### config.mk
export PLATFORM = sky130hd
export DESIGN_NAME = pa_cache_classifier
export DESIGN_NICKNAME = d
export VERILOG_FILES = /design/src/rtl/pa_cache_classifier.sv
export SDC_FILE = /design/constraint.sdc
export NUM_CORES = 1
export LEC_CHECK = 0
export BUFFER_PORTS_ARGS = -buffer_cell sky130_fd_sc_hd__buf_2
export CAP_MARGIN = 25
export CORE_ASPECT_RATIO = 1.4
export CORE_MARGIN = 2
export CORE_UTILIZATION = 45
export DETAILED_ROUTE_END_ITERATION = 8
export GPL_TIMING_DRIVEN = 0
export PLACE_DENSITY = 0.87
export SYNTH_ARGS = -nofsm -noshare
export SYNTH_HDL_FRONTEND = slang
export SYNTH_SLANG_ARGS = --single-unit
### constraint.sdc
create_clock -name clk -period 0.9 [get_ports clk]
set_input_delay 0.045 -clock clk [delete_from_list [all_inputs] [get_ports clk]]
set_output_delay 0.045 -clock clk [all_outputs]
set_load 0.01 [all_outputs]
### src/rtl/pa_cache_classifier.sv
module pa_cache_classifier #(
  parameter int              PA_W       = 44,
  parameter int              UNC_LO_BIT = 39,
  parameter int              UNC_HI_BIT = 40,
  parameter logic [PA_W-1:0] REG_BASE   = 44'hFFFFFF00000,
  parameter bit              MIX_MON    = 1'b1
) (
  input  logic            clk,
  input  logic            rst_n,
  input  logic            in_valid,
  input  logic [PA_W-1:0] in_addr,
  input  logic            in_spec,
  input  logic            in_superpage,
  output logic            out_valid,
  output logic            out_uncached,
  output logic            out_reg_err,
  output logic            out_mix_err,
  output logic [PA_W-1:0] out_addr
);
  localparam int KEEP_W = UNC_HI_BIT;
  localparam int EXT_W  = PA_W - KEEP_W;

  logic mark_hi, mark_lo, unc, reg_err_d, mix_d;
  logic [PA_W-1:0] addr_d;

  assign mark_hi   = in_addr[UNC_HI_BIT];
  assign mark_lo   = in_addr[UNC_LO_BIT];
  assign unc       = mark_hi | mark_lo;
  assign reg_err_d = unc & (in_addr >= REG_BASE) & ~in_spec;
  assign addr_d    = in_superpage ? {{EXT_W{unc}}, in_addr[KEEP_W-1:0]} : in_addr;

  generate
    if (MIX_MON) begin : g_mon
      logic seen_lo, seen_hi;
      always_ff @(posedge clk or negedge rst_n) begin
        if (!rst_n) begin
          seen_lo <= 1'b0;
          seen_hi <= 1'b0;
        end else if (in_valid && mark_hi) begin
          seen_hi <= 1'b1;
        end else if (in_valid && mark_lo) begin
          seen_lo <= 1'b1;
        end
      end
      assign mix_d = in_valid & (mark_hi ? seen_lo : (mark_lo & seen_hi));
    end else begin : g_nomon
      assign mix_d = 1'b0;
    end
  endgenerate

  always_ff @(posedge clk or negedge rst_n) begin
    if (!rst_n) begin
      out_valid    <= 1'b0;
      out_uncached <= 1'b0;
      out_reg_err  <= 1'b0;
      out_mix_err  <= 1'b0;
      out_addr     <= '0;
    end else begin
      out_valid    <= in_valid;
      out_uncached <= in_valid & unc;
      out_reg_err  <= in_valid & reg_err_d;
      out_mix_err  <= mix_d;
      if (in_valid) out_addr <= addr_d;
    end
  end
endmodule

==> impl_metrics.yaml, run 1 <==
drt:
  viasPerCell: 4.99
  drc_errors: 0
  drtIter0Drc: 47
  final_antenna_net_count: 0
  firstDrtPassIters: 4
  wire_per_inst_microns: 15.1
  num_vias: 1553
  routed_wl_mm: 4.69
worst_setup_path:
  cp.required_ns: 0.85
  cpLargestDelayFamily: "flip-flops"
  rrSetupSlack_ns: 0.10
  crit_chain: "buf_2"
  reg2reg_depth: 1
  crit_type: "reg -> out"
  crit_fanout: 2
  crit_path_end_kind: "output port"
  cp-start-kind: "flop"
  critPathBufInv: 1
  reg2reg_to: "out_addr[25]$_DFFE_PN0P_"
  reg2reg_from: "out_addr[25]$_DFFE_PN0P_"
  slowest_stage: "dfrtp_1"
  cp.arrival_ns: 0.84
  critPathMaxStageDelay_ns: 0.40
synth:
  async_flop_share_pct: 100
  avgSynthCellArea_sq_um: 15.2
  synth_top_area_cell: "dfrtp_1"
  ys_seq_area_share_pct: 65.5
  yosys_most_used_dff: "dfrtp_1"
  yosys_warnings: 0
  synth_nets: 175
  synth_cell_types: 21
  synthTopCellsByArea: "dfrtp_1 66%, mux2_2 23%, nand4_1 1.6%"
  synth_edf_count: 0
  synth_cells: 126
  synth_commonest_cells: "50 x dfrtp_1, 39 x mux2_2, 5 x nand4_1, 5 x o21ai_0"
  synth_area_sq_um: 1910
  yosysMostFrequentCell: "dfrtp_1"
  yosysTopAreaCellShare_pct: 65.5
  ys_ff_latch: 50
grt:
  grt_max_degree: 40
  grt_overflow: 0
  antenna_found_initial: 0
  track_usage_pct: 21.3
  grt_pass1_wl_mm: 7.47
  grt_pass1_vias: 1591
timing:
  tightest_slew_ns: 0.371
  final.setup.tns_ns: 0
  skew_ns: 0.00216
  rsz0062_at_grt: "yes"
  fin_crit_sh_pct: 98.1
  fmax_mhz: 1130
  hold_violations: 0
  drv_slew: 0
  fin_crit_ns: 0.883
  slew-limit-headroom_pct: 75.2
  setup_viol: 0
  holdWs_ns: 0.0113
floorplan:
  fp.dieArea_sq_um: 4790
  start_util_pct: 45.8
  rows: 28
  die_w_microns: 59.1
  design.portCount: 97
  core_area_sq_um: 4170
  die_h_microns: 81.1
worst_hold_path:
  hp-class: "in -> reg"
  min_path_cells: 2
  hp-start: "in_addr[34]"
  holdPathEnd: "out_addr[34]$_DFFE_PN0P_"
layout:
  diodes: 0
  fin_area_sq_um: 2900
  final_util_pct: 69.7
  drive_above_1_share_pct: 56.4
  syn_to_final_growth_pct: 52.1
  nNetsFinal: 315
placement:
  place_area_sq_um: 2470
  port_buffers: 96
  hpwlAfterDp_mm: 3.17
  gp_congestion: 0.788
clocking:
  numCtsBuffers: 5
  cts.clk_slew.worst_paths_ns: 0.08
  cts_max_level: 2
  clockBufferDepth: 2
  clock-sinks: 50
  insertion_delay_ns: 0.29
  root_buffer: "clkbuf_8"
  cts_tree: "done"
power_and_ir_drop:
  total_leakage_power_nw: 1.40
  power_density_nw_per_um2: 1610
  vdd_ir_drop_max_uv: 1210
run_status:
  status: "finished, final reports clean"
flow_run:
  maxCapViolCount: 0
[layout make-up]
| type | instances | area (sq um) |
|---|---|---|
| clock buffer | 7 | 76.3 |
| multi-input combinational | 66 | 612 |
| fill | 306 | 1260 |
| sequential | 50 | 1250 |
| timing repair buffer | 133 | 862 |
| buffer | 6 | 31.3 |
| inverter | 4 | 15.0 |
| tap | 45 | 56.3 |
[how the worst max path moves through the flow]
stage	startpoint	endpoint	slack (ns)	cells after the start
finish	out_addr[25]$_DFFE_PN0P_	out_addr[25]	0.02	1
global route	out_addr[18]$_DFFE_PN0P_	out_addr[18]	-0.02	1
CTS	out_addr[25]$_DFFE_PN0P_	out_addr[25]	0.01	1
detailed placement	in_valid	out_addr[25]$_DFFE_PN0P_	-0.16	4
global placement	in_addr[26]	out_reg_err$_DFF_PN0_	-0.14	4
floorplan	in_addr[26]	out_reg_err$_DFF_PN0_	0.04	3
[placed cells by master, fill, tap and decap left out, drive strengths merged, types with 3 or more instances in the layout]
master,instances
buf,104
clkbuf,8
dfrtp,50
dlygate4sd3,34
inv,4
mux2,39
nand2,3
nand4,5
o211ai,3
o21ai,5
[per-stage QoR]
| step | total power [mW] | cells | setup WS, ns |
|---|---|---|---|
| 4_1_cts | 4.69 | 308 | 0.0109 |
| 3_3_place_gp | 3.35 | 267 | -0.139 |
| 5_1_grt | 4.92 | 311 | -0.0156 |
| 6_report | 4.67 | 311 | 0.0169 |
| 2_1_floorplan | 2.95 | 126 | 0.0439 |
| 3_5_place_dp | 3.39 | 268 | -0.162 |
[layer usage]
layer | routed length [microns] | vias up | global-route usage [%]
met5 | 0 | - | 0
met4 | 82 | 0 | 9.55
met3 | 184 | 6 | 5.10
met2 | 2720 | 62 | 37.9
met1 | 1700 | 759 | 23.5
li1 | - | 726 | -
[kinds of logic after synthesis]
| logic type | after synthesis | synth area share (%) |
|---|---|---|
| and+or+nand+nor | 14 | 4.85 |
| AOI/OAI and AO/OA | 13 | 4.19 |
| muxes | 39 | 23.0 |
| DFF | 50 | 65.5 |
| buffers and inverters | 10 | 2.42 |
[report_power, final]
group          internal, mW  leakage, nW  total [mW]  switching (mW)
Clock                 0.536       0.0383        1.19           0.652
Sequential             2.45        0.582        2.55          0.0978
Combinational         0.517        0.781       0.934           0.418
[repair_timing]
item                                   in CTS  in global routing
hold buffers                               33                  1
resized for setup                           0                  1
setup endpoints to repair                   0                 16
endpoints found under the hold margin      82                  1
buffers inserted                            0                  2
[state kept, by name, summed over array words and instances (netlist names)]
register	flops
g_mon.seen_hi	1
g_mon.seen_lo	1
out_addr	44
out_mix_err	1
out_reg_err	1
out_uncached	1
out_valid	1
No activity file was read; power rests on OpenSTA's default activity.
==> run 2: changes to the inputs <==
- CORE_MARGIN: 2 -> 4
==> run 2 against run 1 <==
Net effect: the flow now finishes with violations (setup timing); design area up 2.0%; combinational power up 4.1%; clock-buffer cell count down 2; non-clock buffer count down 1; die area up 12%; utilization up 4.0 points; clock skew down 0.0021 ns; fmax down 2.3%; critical path type unchanged; register-to-register slack about the same; largest power group unchanged.
==> impl_metrics.yaml, run 2 (synthesis results as in run 1) <==
grt:
  antenna_found_initial: 0
  grt_max_degree: 30
  global_route.usage.met1_pct: 20.6
  grt_overflow: 0
  grt_pass1_wl_mm: 8.58
  grtUsageMet2_pct: 40.6
  track_usage_pct: 20.8
  grt_busiest_layer: "met2"
  grt_pass1_vias: 1771
  grt_use_met3_pct: 4.11
timing:
  final.setup.tns_ns: -0.00395
  setup_viol: 1
  fin_crit_ns: 0.904
  slew-limit-headroom_pct: 64.9
  hold_violations: 0
  rsz0062_at_grt: "yes"
  fmax_mhz: 1110
  fin_crit_sh_pct: 100
  drv_slew: 0
  fin_ws_ns: -0.00395
  tightest_slew_ns: 0.527
  skew_ns: 0.0000967
worst_setup_path:
  rrSetupSlack_ns: 0.09
  cp.required_ns: 0.85
  crit_type: "reg -> out"
  reg2reg_depth: 1
  slowest_stage: "dfrtp_1"
  critPathMaxStageDelay_ns: 0.42
  reg2reg_from: "out_addr[26]$_DFFE_PN0P_"
  critPathBufInv: 1
  crit_chain: "buf_6"
  reg2reg_to: "out_addr[26]$_DFFE_PN0P_"
  crit_path_end_kind: "output port"
  cpLargestDelayFamily: "flip-flops"
  crit_fanout: 2
  cp.arrival_ns: 0.86
  cp-start-kind: "flop"
worst_hold_path:
  hp-start: "in_addr[35]"
  min_path_cells: 2
  holdPathEnd: "out_addr[35]$_DFFE_PN0P_"
  hp-class: "in -> reg"
floorplan:
  core_area_sq_um: 4020
  design.portCount: 97
  fp.dieArea_sq_um: 5360
  die_w_microns: 63.1
  start_util_pct: 47.5
  die_h_microns: 85.1
  rows: 27
drt:
  viasPerCell: 5.15
  wire_per_inst_microns: 17.6
  firstDrtPassIters: 4
  num_vias: 1590
  drc_errors: 0
  drtIter0Drc: 70
  final_antenna_net_count: 0
  routed_wl_mm: 5.42
layout:
  largest_reg_flops: 44
  drive_above_1_share_pct: 57.1
  diodes: 0
  final_cell_mix: "94 x buf_2, 50 x dfrtp_1, 39 x mux2_2"
  top_register: "out_addr"
  nNetsFinal: 314
  syn_to_final_growth_pct: 55.1
  final_common_cell: "buf_2"
power_and_ir_drop:
  power_density_nw_per_um2: 1700
  total_leakage_power_nw: 1.44
  vdd_ir_drop_max_uv: 1420
  p_total_mw: 5.04
clocking:
  cts.clk_slew.worst_paths_ns: 0.09
  insertion_delay_ns: 0.29
  clockBufferDepth: 2
  root_buffer: "clkbuf_8"
  numCtsBuffers: 5
  clock-sinks: 50
  cts_max_level: 2
  cts_tree: "done"
run_status:
  failed_checks: "setup timing"
  status: "complete, but fails checks"
placement:
  gp_congestion: 0.733
  hpwlAfterDp_mm: 3.49
  port_buffers: 96
flow_run:
  maxCapViolCount: 0
## run 2: cell types whose count changed in the layout (fill, tap and decap cells not counted)
cell,change
nor4_4,+1
buf_2,-5
or4_1,-1
clkinv_2,+2
or4_4,+1
dlygate4sd3_1,+1
nor4_2,-1
clkbuf_4,+1
clkbuf_1,-2
buf_6,+2
bufinv_16,+1
## run 2: routing by layer
metal,wire length [microns],share of wire (%),vias to the layer above
met4,162,3.0,0
met5,0,0,-
met1,1830,34,783
li1,-,-,724
met3,288,5.3,15
met2,3140,58,68
## run 2: power breakdown
group          leakage [nW]  internal [mW]  switching [mW]  total, mW
clock network        0.0579          0.818           0.693       1.51
logic                 0.798          0.529           0.443      0.972
registers             0.582           2.45           0.107       2.56
## run 2: timing repair
item                                    4_1_cts  5_1_grt
gates resized for setup                       0        8
endpoints found under the hold margin        54        1
pin swaps                                     0        4
hold buffers                                 34        1
endpoints found under the setup margin        1       26
buffers inserted                              0        2
## run 2: final cells by class
type / instances / area (sq um)
flip-flops and latches: 50 / 1250
fillers: 268 / 1060
repair buffers: 133 / 885
multi-input cells: 66 / 624
clock buffers: 5 / 68.8
well taps: 43 / 53.8
clock inverters: 3 / 40.0
plain buffers: 5 / 23.8
inverters: 4 / 15.0
## run 2: how the worst max path moves through the flow
| stage | to | cells after the start | startpoint |
|---|---|---|---|
| finish | out_addr[26] | 1 | out_addr[26]$_DFFE_PN0P_ |
| global route | out_addr[31] | 1 | out_addr[31]$_DFFE_PN0P_ |
| CTS | out_addr[28] | 1 | out_addr[28]$_DFFE_PN0P_ |
| detailed placement | out_reg_err$_DFF_PN0_ | 4 | in_addr[26] |
| global placement | out_reg_err$_DFF_PN0_ | 4 | in_addr[20] |
| floorplan | out_reg_err$_DFF_PN0_ | 3 | in_addr[26] |
## run 2: metrics by stage
step                      std cells  area [sq um]  setup WS, ns  hold WS (ns)  utilization [%]
after floorplan                 126          1910        0.0439        -0.251                -
after global placement          265          2440        -0.143         0.170             60.8
after detailed placement        266          2460        -0.173        0.0478             61.3
after CTS                       308          2910      -0.00312      0.000985             72.5
after global routing            309          2960       -0.0274       0.00107             73.7
final                           309          2960      -0.00395       0.00479             73.7
==> run 3: changes to the inputs <==
- ABC_AREA: not set -> 1
- PLACE_DENSITY: 0.87 -> 0.86
==> run 3 against run 2 <==
Net effect: the run now ends clean; synthesized cell count up 83%; utilization up 3.0 points; clock power up 24%; die area up 4.4%; first-iteration DRC count up 20%; combinational power up 7%; largest power group unchanged.
==> impl_metrics.yaml, run 3 <==
worst_setup_path:
  cp.depth: 1
  critPathMaxStageDelay_ns: 0.40
  slowest_stage: "dfrtp_1"
  crit_path_end_kind: "output port"
  reg2reg_to: "out_addr[42]$_DFFE_PN0P_"
  cp.arrival_ns: 0.85
  reg2reg_from: "out_addr[42]$_DFFE_PN0P_"
  cp.required_ns: 0.85
  rrSetupSlack_ns: 0.13
  critPathBufInv: 1
  crit_end: "out_addr[17]"
  cp-start-kind: "flop"
  reg2reg_depth: 3
  startpoint: "out_addr[17]$_DFFE_PN0P_"
  crit_chain: "buf_2"
  cpLargestDelayFamily: "flip-flops"
  crit_fanout: 2
  crit_type: "reg -> out"
worst_hold_path:
  hp-class: "in -> reg"
  hp-start: "in_addr[40]"
  min_path_cells: 2
power_and_ir_drop:
  vdd_ir_drop_max_uv: 1360
  total_leakage_power_nw: 1.87
  power_density_nw_per_um2: 1660
  p_total_mw: 5.43
floorplan:
  core_area_sq_um: 4270
  die_h_microns: 87.0
  die_w_microns: 64.4
  fp.dieArea_sq_um: 5600
  design.portCount: 97
  start_util_pct: 46.9
  rows: 28
synth:
  synth_area_sq_um: 2000
  synth_edf_count: 0
  yosys_warnings: 0
  synth_commonest_cells: "139 x nand2_1, 50 x dfrtp_1, 10 x inv_1"
  synthTopCellsByArea: "dfrtp_1 62%, nand2_1 26%, buf_6 3.4%"
  yosysMostFrequentCell: "nand2_1"
  ys_seq_area_share_pct: 62.4
  synth_top_area_cell: "dfrtp_1"
  yosysTopAreaCellShare_pct: 62.4
  synth_cell_types: 13
  avgSynthCellArea_sq_um: 8.68
  ys_ff_latch: 50
  synth_cells: 231
  yosys_most_used_dff: "dfrtp_1"
  synth_nets: 280
  async_flop_share_pct: 100
timing:
  setup_viol: 0
  fmax_mhz: 1120
  fin_crit_sh_pct: 99.3
  skew_ns: 0.00197
  drv_slew: 0
  fin_crit_ns: 0.893
  rsz0062_at_grt: "yes"
  tightest_slew_ns: 0.328
  final.setup.tns_ns: 0
  slew-limit-headroom_pct: 77.9
  hold_violations: 0
grt:
  grt_pass1_wl_mm: 8.83
  grt_pass1_vias: 1944
  track_usage_pct: 20.2
  grt_max_degree: 39
  grt_overflow: 0
  antenna_found_initial: 0
clocking:
  clock-sinks: 50
  cts_max_level: 2
  numCtsBuffers: 5
  cts.clk_slew.worst_paths_ns: 0.08
  clockBufferDepth: 2
  insertion_delay_ns: 0.29
  cts_tree: "done"
  root_buffer: "clkbuf_8"
drt:
  drtIter0Drc: 84
  drc_errors: 0
  routed_wl_mm: 5.53
  viasPerCell: 4.46
  num_vias: 2025
  wire_per_inst_microns: 12.2
  final_antenna_net_count: 0
  firstDrtPassIters: 4
placement:
  port_buffers: 96
  place_area_sq_um: 2580
  hpwlAfterDp_mm: 3.61
  gp_congestion: 0.751
  placedCellCount: 388
layout:
  final_common_cell: "nand2_1"
  final_cell_mix: "139 x nand2_1, 97 x buf_2, 50 x dfrtp_1"
  fill_cells: 310
  largest_reg_flops: 44
  drive_above_1_share_pct: 33.8
  final_util_pct: 76.7
  fin_cells: 454
  diodes: 0
  top_register: "out_addr"
  syn_to_final_growth_pct: 63.5
  fin_area_sq_um: 3280
  nNetsFinal: 442
run_status:
  status: "finished, final reports clean"
flow_run:
  maxCapViolCount: 0
==> run 3: cell type report <==
type | instances | area (sq um) | share of cell area [%]
Multi-Input combinational cell | 161 | 629 | 19.2
Timing Repair Buffer | 155 | 1050 | 32.1
Clock inverter | 2 | 60.1 | 1.83
Sequential cell | 50 | 1250 | 38.2
Buffer | 9 | 82.6 | 2.52
Clock buffer | 6 | 82.6 | 2.52
Tap cell | 60 | 75.1 | 2.29
Inverter | 11 | 43.8 | 1.34
==> run 3: worst min path at each step <==
stage / endpoint
2_1_floorplan: g_mon.seen_hi$_DFFE_PN0P_
6_report: g_mon.seen_lo$_DFFE_PN0P_
3_5_place_dp: out_addr[10]$_DFFE_PN0P_
4_1_cts: g_mon.seen_lo$_DFFE_PN0P_
3_3_place_gp: out_valid$_DFF_PN0_
5_1_grt: g_mon.seen_lo$_DFFE_PN0P_
==> run 3: report_power, final <==
group / switching [mW] / internal (mW)
sequential: 0.0955 / 2.43
combinational: 0.503 / 0.539
clock: 0.682 / 1.18
total: 1.28 / 4.15
==> run 3: kinds of logic after synthesis <==
family | share of synthesized area, %
buffers and inverters | 6.30
AND/OR/NAND/NOR | 28.3
flip-flops | 62.4
AO/OA/AOI/OAI | 3.00
==> run 3: metal layers <==
layer | track usage (%) | part of all wire, %
met1 | 23.1 | 38
met4 | 4.62 | 0.85
met5 | 0 | 0
met2 | 37.7 | 54
met3 | 4.91 | 7.5
==> run 3: repair_timing <==
item	in CTS	in global routing
hold endpoints to repair	91	0
setup endpoints to repair	0	32
hold buffers	42	0
buffers inserted	0	16
gates resized for setup	0	3
==> run 3: metrics by stage <==
stage | hold WS, ns | worst slack (ns)
CTS | 0.00435 | 0.00318
global placement | 0.178 | -0.0771
detailed placement | -0.0396 | 0.142
floorplan | -0.251 | 0.241
global route | 0.0292 | -0.0389
finish | 0.0171 | 0.00670
